===== config.mk =====
export PLATFORM = sky130hd
export DESIGN_NAME = dma_csr_bank
export DESIGN_NICKNAME = d
export VERILOG_FILES = /design/src/rtl/dma_csr_pkg.sv /design/src/rtl/dma_csr_regs.sv /design/src/rtl/dma_csr_status.sv /design/src/rtl/dma_csr_rdmux.sv /design/src/rtl/dma_csr_bank.sv
export SDC_FILE = /design/constraint.sdc
export NUM_CORES = 1
export LEC_CHECK = 0
export CAP_MARGIN = 20
export CORE_AREA = 2 2 83 124
export DETAILED_ROUTE_END_ITERATION = 12
export DIE_AREA = 0 0 85 126
export HOLD_SLACK_MARGIN = 0.02
export PLACE_DENSITY = 0.78
export REMOVE_ABC_BUFFERS = 1
export SYNTH_ARGS = -nofsm -noshare
export SYNTH_HDL_FRONTEND = slang
export SYNTH_SLANG_ARGS = --single-unit

===== constraint.sdc =====
create_clock -name clk -period 1.7 [get_ports clk]
set_clock_uncertainty 0.1 [all_clocks]
set_input_delay 0.17 -clock clk [delete_from_list [all_inputs] [get_ports clk]]
set_output_delay 0.17 -clock clk [all_outputs]
set_load 0.01 [all_outputs]

===== src/rtl/dma_csr_pkg.sv =====
package dma_csr_pkg;
   localparam int unsigned CSR_DW = 32;
   localparam int unsigned CTRL_W = 10;
   localparam int unsigned STS_W  = 5;

   localparam logic [2:0] OFS_STATUS = 3'd0;
   localparam logic [2:0] OFS_RDADDR = 3'd1;
   localparam logic [2:0] OFS_WRADDR = 3'd2;
   localparam logic [2:0] OFS_COUNT  = 3'd3;
   localparam logic [2:0] OFS_CTRL   = 3'd6;

   // Packed so that bit positions equal the control word layout (size at 2..0).
   typedef struct packed {
      logic       wr_fixed;  // 9
      logic       rd_fixed;  // 8
      logic       len_en;    // 7
      logic       wr_eop_en; // 6
      logic       rd_eop_en; // 5
      logic       irq_en;    // 4
      logic       go;        // 3
      logic [2:0] size;      // 2..0
   } ctrl_t;
endpackage


===== src/rtl/dma_csr_regs.sv =====
module dma_csr_regs
   import dma_csr_pkg::*;
#(
   parameter int unsigned ADDR_W   = 32,
   parameter int unsigned LEN_W    = 8,
   parameter logic [31:0] RD_RST   = '0,
   parameter logic [31:0] WR_RST   = '0,
   parameter logic [31:0] LEN_RST  = '0,
   parameter logic [31:0] CTRL_RST = 32'h0000_0004
) (
   input  logic              clk,
   input  logic              rst_n,
   input  logic              wr_en,
   input  logic [2:0]        addr,
   input  logic [31:0]       wdata,
   input  logic              len_vld,
   input  logic [LEN_W-1:0]  len_val,
   output logic [ADDR_W-1:0] rd_base,
   output logic [ADDR_W-1:0] wr_base,
   output logic [LEN_W-1:0]  len_q,
   output ctrl_t             ctrl_q,
   output logic              len_hit
);
   logic wr_rd, wr_wr, wr_len, wr_ctrl, eng_take;

   assign wr_rd    = wr_en && (addr == OFS_RDADDR);
   assign wr_wr    = wr_en && (addr == OFS_WRADDR);
   assign wr_len   = wr_en && (addr == OFS_COUNT);
   assign wr_ctrl  = wr_en && (addr == OFS_CTRL);
   // Software write owns the count register in a collision.
   assign eng_take = len_vld && !wr_len;
   assign len_hit  = eng_take && (len_val == '0);

   always_ff @(posedge clk or negedge rst_n) begin
      if (!rst_n) begin
         rd_base <= RD_RST[ADDR_W-1:0];
         wr_base <= WR_RST[ADDR_W-1:0];
         len_q   <= LEN_RST[LEN_W-1:0];
         ctrl_q  <= ctrl_t'(CTRL_RST[CTRL_W-1:0]);
      end else begin
         if (wr_rd)    rd_base <= wdata[ADDR_W-1:0];
         if (wr_wr)    wr_base <= wdata[ADDR_W-1:0];
         if (wr_len)        len_q <= wdata[LEN_W-1:0];
         else if (eng_take) len_q <= len_val;
         if (wr_ctrl)  ctrl_q  <= ctrl_t'(wdata[CTRL_W-1:0]);
      end
   end
endmodule


===== src/rtl/dma_csr_status.sv =====
module dma_csr_status
   import dma_csr_pkg::*;
(
   input  logic             clk,
   input  logic             rst_n,
   input  logic             clr,
   input  logic             rd_eop,
   input  logic             wr_eop,
   input  logic             len_hit,
   input  logic             busy,
   input  ctrl_t            ctrl,
   output logic [STS_W-1:0] sts,
   output logic             done,
   output logic             irq
);
   logic f_reop, f_weop, f_len;
   logic e_reop, e_weop, e_len;

   assign e_reop = rd_eop  && ctrl.rd_eop_en;
   assign e_weop = wr_eop  && ctrl.wr_eop_en;
   assign e_len  = len_hit && ctrl.len_en;

   // Clear first, then OR in this cycle's events so none is lost.
   always_ff @(posedge clk or negedge rst_n) begin
      if (!rst_n) begin
         f_reop <= 1'b0;
         f_weop <= 1'b0;
         f_len  <= 1'b0;
         done   <= 1'b0;
      end else begin
         f_reop <= (f_reop && !clr) || e_reop;
         f_weop <= (f_weop && !clr) || e_weop;
         f_len  <= (f_len  && !clr) || e_len;
         done   <= (done   && !clr) || e_reop || e_weop || e_len;
      end
   end

   assign sts = {f_len, f_weop, f_reop, busy, done};
   assign irq = done && ctrl.irq_en;
endmodule


===== src/rtl/dma_csr_rdmux.sv =====
module dma_csr_rdmux
   import dma_csr_pkg::*;
#(
   parameter int unsigned ADDR_W = 32,
   parameter int unsigned LEN_W  = 8
) (
   input  logic [2:0]        addr,
   input  logic [STS_W-1:0]  sts,
   input  logic [ADDR_W-1:0] rd_base,
   input  logic [ADDR_W-1:0] wr_base,
   input  logic [LEN_W-1:0]  len_q,
   input  ctrl_t             ctrl,
   output logic [31:0]       rdata
);
   logic [31:0] rd_ext, wr_ext, len_ext;

   if (ADDR_W < CSR_DW) begin : g_addr_pad
      assign rd_ext = {{(CSR_DW-ADDR_W){1'b0}}, rd_base};
      assign wr_ext = {{(CSR_DW-ADDR_W){1'b0}}, wr_base};
   end else begin : g_addr_full
      assign rd_ext = rd_base;
      assign wr_ext = wr_base;
   end

   if (LEN_W < CSR_DW) begin : g_len_pad
      assign len_ext = {{(CSR_DW-LEN_W){1'b0}}, len_q};
   end else begin : g_len_full
      assign len_ext = len_q;
   end

   always_comb begin
      unique case (addr)
         OFS_STATUS: rdata = {{(CSR_DW-STS_W){1'b0}}, sts};
         OFS_RDADDR: rdata = rd_ext;
         OFS_WRADDR: rdata = wr_ext;
         OFS_COUNT:  rdata = len_ext;
         OFS_CTRL:   rdata = {{(CSR_DW-CTRL_W){1'b0}}, ctrl};
         default:    rdata = '0;
      endcase
   end
endmodule


===== src/rtl/dma_csr_bank.sv =====
module dma_csr_bank
   import dma_csr_pkg::*;
#(
   parameter int unsigned ADDR_W   = 32,
   parameter int unsigned LEN_W    = 8,
   parameter logic [31:0] RD_RST   = '0,
   parameter logic [31:0] WR_RST   = '0,
   parameter logic [31:0] LEN_RST  = '0,
   parameter logic [31:0] CTRL_RST = 32'h0000_0004
) (
   input  logic              clk,
   input  logic              rst_n,
   input  logic [2:0]        csr_addr,
   input  logic              csr_wr,
   input  logic [31:0]       csr_wdata,
   output logic [31:0]       csr_rdata,
   input  logic              eng_busy,
   input  logic              eng_rd_eop,
   input  logic              eng_wr_eop,
   input  logic              eng_len_vld,
   input  logic [LEN_W-1:0]  eng_len_val,
   output logic [ADDR_W-1:0] cfg_rd_addr,
   output logic [ADDR_W-1:0] cfg_wr_addr,
   output logic [LEN_W-1:0]  cfg_len,
   output logic [2:0]        cfg_size,
   output logic              cfg_go,
   output logic              cfg_rd_eop_en,
   output logic              cfg_wr_eop_en,
   output logic              cfg_len_en,
   output logic              cfg_rd_fixed,
   output logic              cfg_wr_fixed,
   output logic              irq
);
   if (LEN_W < 1 || LEN_W > 32) begin : g_bad_len
      $error("dma_csr_bank: LEN_W must be 1..32");
   end
   if (ADDR_W < 1 || ADDR_W > 32) begin : g_bad_addr
      $error("dma_csr_bank: ADDR_W must be 1..32");
   end
   if (CTRL_RST[31:CTRL_W] != '0) begin : g_bad_ctrl
      $error("dma_csr_bank: CTRL_RST has bits above the control field");
   end

   ctrl_t            ctrl_q;
   logic [STS_W-1:0] sts;
   logic             len_hit, sts_done, sts_clr;

   assign sts_clr = csr_wr && (csr_addr == OFS_STATUS);

   dma_csr_regs #(
      .ADDR_W(ADDR_W), .LEN_W(LEN_W), .RD_RST(RD_RST),
      .WR_RST(WR_RST), .LEN_RST(LEN_RST), .CTRL_RST(CTRL_RST)
   ) u_regs (
      .clk(clk), .rst_n(rst_n), .wr_en(csr_wr), .addr(csr_addr),
      .wdata(csr_wdata), .len_vld(eng_len_vld), .len_val(eng_len_val),
      .rd_base(cfg_rd_addr), .wr_base(cfg_wr_addr), .len_q(cfg_len),
      .ctrl_q(ctrl_q), .len_hit(len_hit)
   );

   dma_csr_status u_status (
      .clk(clk), .rst_n(rst_n), .clr(sts_clr), .rd_eop(eng_rd_eop),
      .wr_eop(eng_wr_eop), .len_hit(len_hit), .busy(eng_busy),
      .ctrl(ctrl_q), .sts(sts), .done(sts_done), .irq(irq)
   );

   dma_csr_rdmux #(.ADDR_W(ADDR_W), .LEN_W(LEN_W)) u_rdmux (
      .addr(csr_addr), .sts(sts), .rd_base(cfg_rd_addr),
      .wr_base(cfg_wr_addr), .len_q(cfg_len), .ctrl(ctrl_q),
      .rdata(csr_rdata)
   );

   assign cfg_size      = ctrl_q.size;
   assign cfg_go        = ctrl_q.go;
   assign cfg_rd_eop_en = ctrl_q.rd_eop_en;
   assign cfg_wr_eop_en = ctrl_q.wr_eop_en;
   assign cfg_len_en    = ctrl_q.len_en;
   assign cfg_rd_fixed  = ctrl_q.rd_fixed;
   assign cfg_wr_fixed  = ctrl_q.wr_fixed;
endmodule


Word-level counts from Yosys, hierarchy flattened
Cells that the tools add are included.
- multiplexer cells: 3
- reduce and logical (&&, ||, !) cells: 26
- equal/unequal tests: 4
- operators with widths (kind ; number):
    $pmux 32 s5 ; 1
    $mux 8 ; 2
    $logic_and 1x1->1 ; 15
    $logic_not 8->1 ; 1
    $eq 3x2->1 const B ; 2
    $logic_or 1x1->1 ; 6
    $eq 3x1->1 const B ; 1
    $eq 3x3->1 const B ; 1
    $logic_not 3->1 ; 1
    $logic_not 1->1 ; 2
    $reduce_bool 2->1 ; 1
- output and inout bits: 114
- register bits after elaboration: 86

Depth between registers and ports, before layout
Gate-level depths: netlist of the first run.
- depth in word-level cells: 7
- gate-level depth with buffers: 6

Cells and area by module
A second synthesis of the first run with hierarchy kept.
- cell total of the unflattened synthesis: 283
- area, all modules: 4317.9 µm²
- by module, submodules not included (module ; instances ; area each (µm²) ; cells an instance):
    dma_csr_regs ; 1 ; 3519.6 ; 190
    dma_csr_rdmux ; 1 ; 589.3 ; 71
    dma_csr_status ; 1 ; 193.9 ; 21
    dma_csr_bank ; 1 ; 15.0 ; 1

Least setup slack after synthesis of the first run
Ideal clock, no wire load.
- path kind: input port to flip-flop
- start: input csr_addr[2]
- end: register u_regs.wr_base[0]
- buffers on the path: 2
- stages: 4
- data required time: 1.475 ns
- arrival: 1.263 ns
- slack: 0.212 ns
- cells stage by stage: buf_2 -> nor4b_4 -> buf_6 -> mux2_4
- cells in the longest elaborated chain, start to end: 2
- RTL lines (element ; RTL line ; text):
    start, declared ; dma_csr_bank.sv:13 ; input logic [2:0] csr_addr,
    $eq 3x2->1 ; dma_csr_regs.sv:27 ; assign wr_wr = wr_en && (addr == OFS_WRADDR);
    $logic_and 1x1->1 ; dma_csr_regs.sv:27 ;
    end signal, assigned ; dma_csr_regs.sv:37 ; wr_base <= WR_RST[ADDR_W-1:0];
    end signal, assigned ; dma_csr_regs.sv:42 ; if (wr_wr) wr_base <= wdata[ADDR_W-1:0];
    end, declared ; dma_csr_regs.sv:19 ; output logic [ADDR_W-1:0] wr_base,
Every way passes these cells.
A chain may end at the register's enable or synchronous reset.

Worst setup path after layout of the first run
- start: register u_status.f_reop
- end: output csr_rdata[2]
- cells in the longest elaborated chain, start to end: 1
- RTL lines (element ; RTL line ; text):
    start, declared ; dma_csr_status.sv:16 ; logic f_reop, f_weop, f_len;
    start signal, assigned ; dma_csr_status.sv:31 ; f_reop <= (f_reop && !clr) || e_reop;
    $pmux 32 s5 ; dma_csr_rdmux.sv:32 ; unique case (addr)
    end, declared ; dma_csr_bank.sv:16 ; output logic [31:0] csr_rdata,
Every way passes these cells.

==> metrics.md, run 1 <==
| Metric | Value |
|---|---|
| Status | finished with violations |
| Failing checks | setup timing |
| DP Area | 6070 um^2 |
| Crit Reg-Reg Endpoint | u_status.done$_DFF_PN0_ |
| Crit Path Max Fanout | 2 |
| Crit path to | csr_rdata[2] |
| Overall die width | 85 um |
| Ports | 164 |
| Worst path arrival time | 1.44 ns |
| Cell count along the critical path | 3 |
| DRT Pass-1 Iters | 4 |
| Highest clock rate | 585 MHz |
| Slew of the pin with the lowest slew margin | 0.438 ns |
| Number of antenna diodes | 0 |
| CTS Buf Count | 9 |
| Total GRT Usage | 23.3% |
| Crit Path Class | reg2out |
| Crit-path cells | mux2_4 > a221o_1 > buf_2 |
| YS warnings | 0 |
| Port bufs | 163 |
| Slack of the critical path | -0.00816 ns |
| Final nets | 553 |
| Peak supply drop | 0.723 mV |
| Core ar. | 9630 um^2 |
| Pins Over Slew Limit | 0 |
| Final cycle utilization of the critical path | 100% |
| Insertion delay to the later sink of the worst-skew pair | 0.33 ns |
| Reg2reg setup slack | 0.39 ns |
| Synth cell types | 32 |
| Non-filler cells, final | 623 |
| Initial Util | 42.1% |
| Htree depth | 3 |
| WP data required | 1.43 ns |
| Gr ovfl total | 0 |
| Die Height | 126 um |
| Critical Path Max Stage Delay | 0.40 ns |
| R2R cell count | 4 |
| Global-route wire length before repair | 19300 um |
| Maxcap violations | 0 |
| Synth Area per Inst | 14.1 um^2 |
| Routed wire per std cell | 19.7 um |
| DP HPWL | 8220 um |
| Sequential fraction of the synthesis area | 53.1% |
| Primary FF master, synth | dfrtp_1 |
| Final wirelength | 12300 um |
| Synthesized flop and latch total | 86 |
| HP Class | in2async |
| Longest Clk Path Bufs | 2 |
| Cell Area, Synth | 4060 um^2 |
| Root Driver | clkbuf_16 |
| Initial antenna violation count | 0 |
| Most frequent cells in the layout | clkdlybuf4s50_1, dfrtp_1, buf_4, mux2_2, mux2_4 |
| Setup violations, final | 1 |
| Die area | 10700 um^2 |
| CP endpoint kind | primary output |
| Vias per cell | 5.35 |
| Crit path buffers/inverters | 1 |
| DP Worst Slack | -0.595 ns |
| Leakage | 0.00296 uW |
| Crit-path slowest cell | dfrtp_1 |
| CP startpoint | u_status.f_reop$_DFF_PN0_ |
| Via count | 3334 |
| CTS tree | built |
| Post-DRT Antenna Nets | 0 |
| Cells after DPL | 582 |
| Iter 0 DRT Violations | 104 |
| Most common cell after layout, fill and taps aside | clkdlybuf4s50_1 |
| Crit Reg-Reg Startpoint | u_regs.ctrl_q[7]$_DFFE_PN0P_ |
| Tmin final | 1.71 ns |
| # DRC | 0 |
| Setup crit start kind | flip-flop |
| Pwr Total | 7170 uW |
| Gpl congestion | 0.795 |
| Clk pin slew, worst setup/hold paths | 0.06 ns |
| # clock sinks | 86 |
| RSZ-0062 raised after global routing | true |
| Vias in the first global route | 3670 |
| Largest net degree at the start of global routing | 38 |
| Relative max-transition margin | 70.4% |
| Design Area, Final | 6560 um^2 |
| Power Density | 1090 nW/um^2 |
| Final hold vios | 0 |
| Crit-path leading delay family | flip-flops |
| Layout area overhead | 61.8% |
| Post-synth EDFFs | 0 |
| Cell row count | 44 |
| Post-Syn Instances | 288 |
| Layout cells sized above 1 | 38.8% |
| Asr flop ratio synth | 100% |
[cells in the mapped netlist (2+ instances only)]
library cell	count	area (um^2)
a21oi_1	8	40.0
a221o_1	5	50.1
a22o_1	24	210
a22oi_1	8	60.1
buf_2	12	60.1
buf_4	4	30.0
buf_6	4	45.0
dfrtp_1	85	2130
mux2_2	48	541
mux2_4	30	450
mux2i_1	13	130
nand2_1	5	18.8
nand4b_1	2	17.5
nor2_1	15	56.3
nor2b_1	5	31.3
o22ai_1	3	18.8
o2bb2ai_1	2	17.5
[sequential cells by signal (all words and copies together), names as in the netlist]
name and count:
u_regs.ctrl_q 10, u_status.f_reop 1, u_regs.wr_base 32, u_regs.len_q 8, u_status.f_weop 1, u_status.f_len 1, u_regs.rd_base 32, u_status.done 1
[layout make-up]
| class | count | area, um^2 |
|---|---|---|
| clock buffer | 13 | 260 |
| clock inverter | 3 | 42.5 |
| fill | 711 | 3070 |
| inverter | 1 | 6.26 |
| multi-input combinational | 180 | 1810 |
| sequential | 86 | 2150 |
| tap | 115 | 144 |
| timing repair buffer | 225 | 2140 |
[where the power goes]
part | switching, uW | internal, uW
Combinational | 842 | 1510
Clock | 749 | 1220
Sequential | 370 | 2480
[worst min path at each step]
stage,startpoint,end,slack (ns)
CTS,rst_n,u_regs.ctrl_q[3]$_DFFE_PN0P_,0.22
detailed placement,rst_n,u_regs.ctrl_q[3]$_DFFE_PN0P_,0.02
floorplan,rst_n,u_regs.ctrl_q[0]$_DFFE_PN0P_,-0.23
global route,rst_n,u_regs.ctrl_q[3]$_DFFE_PN0P_,0.23
global placement,rst_n,u_regs.wr_base[3]$_DFFE_PN0P_,0.02
finish,rst_n,u_regs.wr_base[3]$_DFFE_PN0P_,0.20
[kinds of logic after synthesis]
group                  after synthesis  synth area share (%)
and+or+nand+nor                     37                  5.37
AOI/OAI and AO/OA                   51                  10.0
muxes                               92                  27.9
buffers and inverters               22                  3.58
DFF                                 86                  53.1
[worst reg2reg max path, cell delays in order (launching register included)]
cell and delay (ns):
dfrtp_1 0.34, buf_4 0.14, nor4b_1 0.38, nand4_1 0.20, nand2_1 0.09
[routing by layer]
metal  track usage (%)  wire [um]  up-vias  part of all wire, %
met3              4.52        654       19                  5.3
li1                  -          -     1509                    -
met4              9.52        271        0                  2.2
met5                 0          0        -                    0
met1              26.7       4670     1673                   38
met2              41.8       6690      133                   54
[what timing repair did]
item                                   4_1_cts  5_1_grt
setup endpoints to repair                   69       28
gates cloned                                 5        0
pin swaps                                    9        5
hold buffers                                 1        0
gates resized for setup                    128       20
endpoints found under the hold margin       34        0
buffers inserted                            16        5
[stage by stage]
step / hold slack [ns] / TNS [ns] / util (%)
finish: 0.203 / -0.00816 / 68.1
global route: 0.233 / -0.110 / 68.1
detailed placement: 0.0208 / -47.70 / 63.0
global placement: 0.0163 / -47.51 / 63.0
CTS: 0.215 / -0.102 / 68.6
floorplan: -0.226 / -45.58 / -
(Power assumes the default switching activity.)
==> run 2: changes to the inputs <==
--- a/config.mk
+++ b/config.mk
@@ -5,10 +5,12 @@
 export SDC_FILE = /design/constraint.sdc
 export NUM_CORES = 1
 export LEC_CHECK = 0
+export ABC_CLOCK_PERIOD_IN_PS = 1700
 export CAP_MARGIN = 20
 export CORE_AREA = 2 2 83 124
 export DETAILED_ROUTE_END_ITERATION = 12
 export DIE_AREA = 0 0 85 126
+export GPL_ROUTABILITY_DRIVEN = 1
 export HOLD_SLACK_MARGIN = 0.02
 export PLACE_DENSITY = 0.78
 export REMOVE_ABC_BUFFERS = 1
==> results of run 2 <==
The final DEF is identical to that of run 1; final timing and power are the same.
==> run 3: changes to the inputs <==
--- a/config.mk
+++ b/config.mk
@@ -6,7 +6,7 @@
 export NUM_CORES = 1
 export LEC_CHECK = 0
 export ABC_CLOCK_PERIOD_IN_PS = 1700
-export CAP_MARGIN = 20
+export CAP_MARGIN = 40
 export CORE_AREA = 2 2 83 124
 export DETAILED_ROUTE_END_ITERATION = 12
 export DIE_AREA = 0 0 85 126
==> results of run 3 <==
The final DEF is identical to that of run 1; final timing and power are the same.
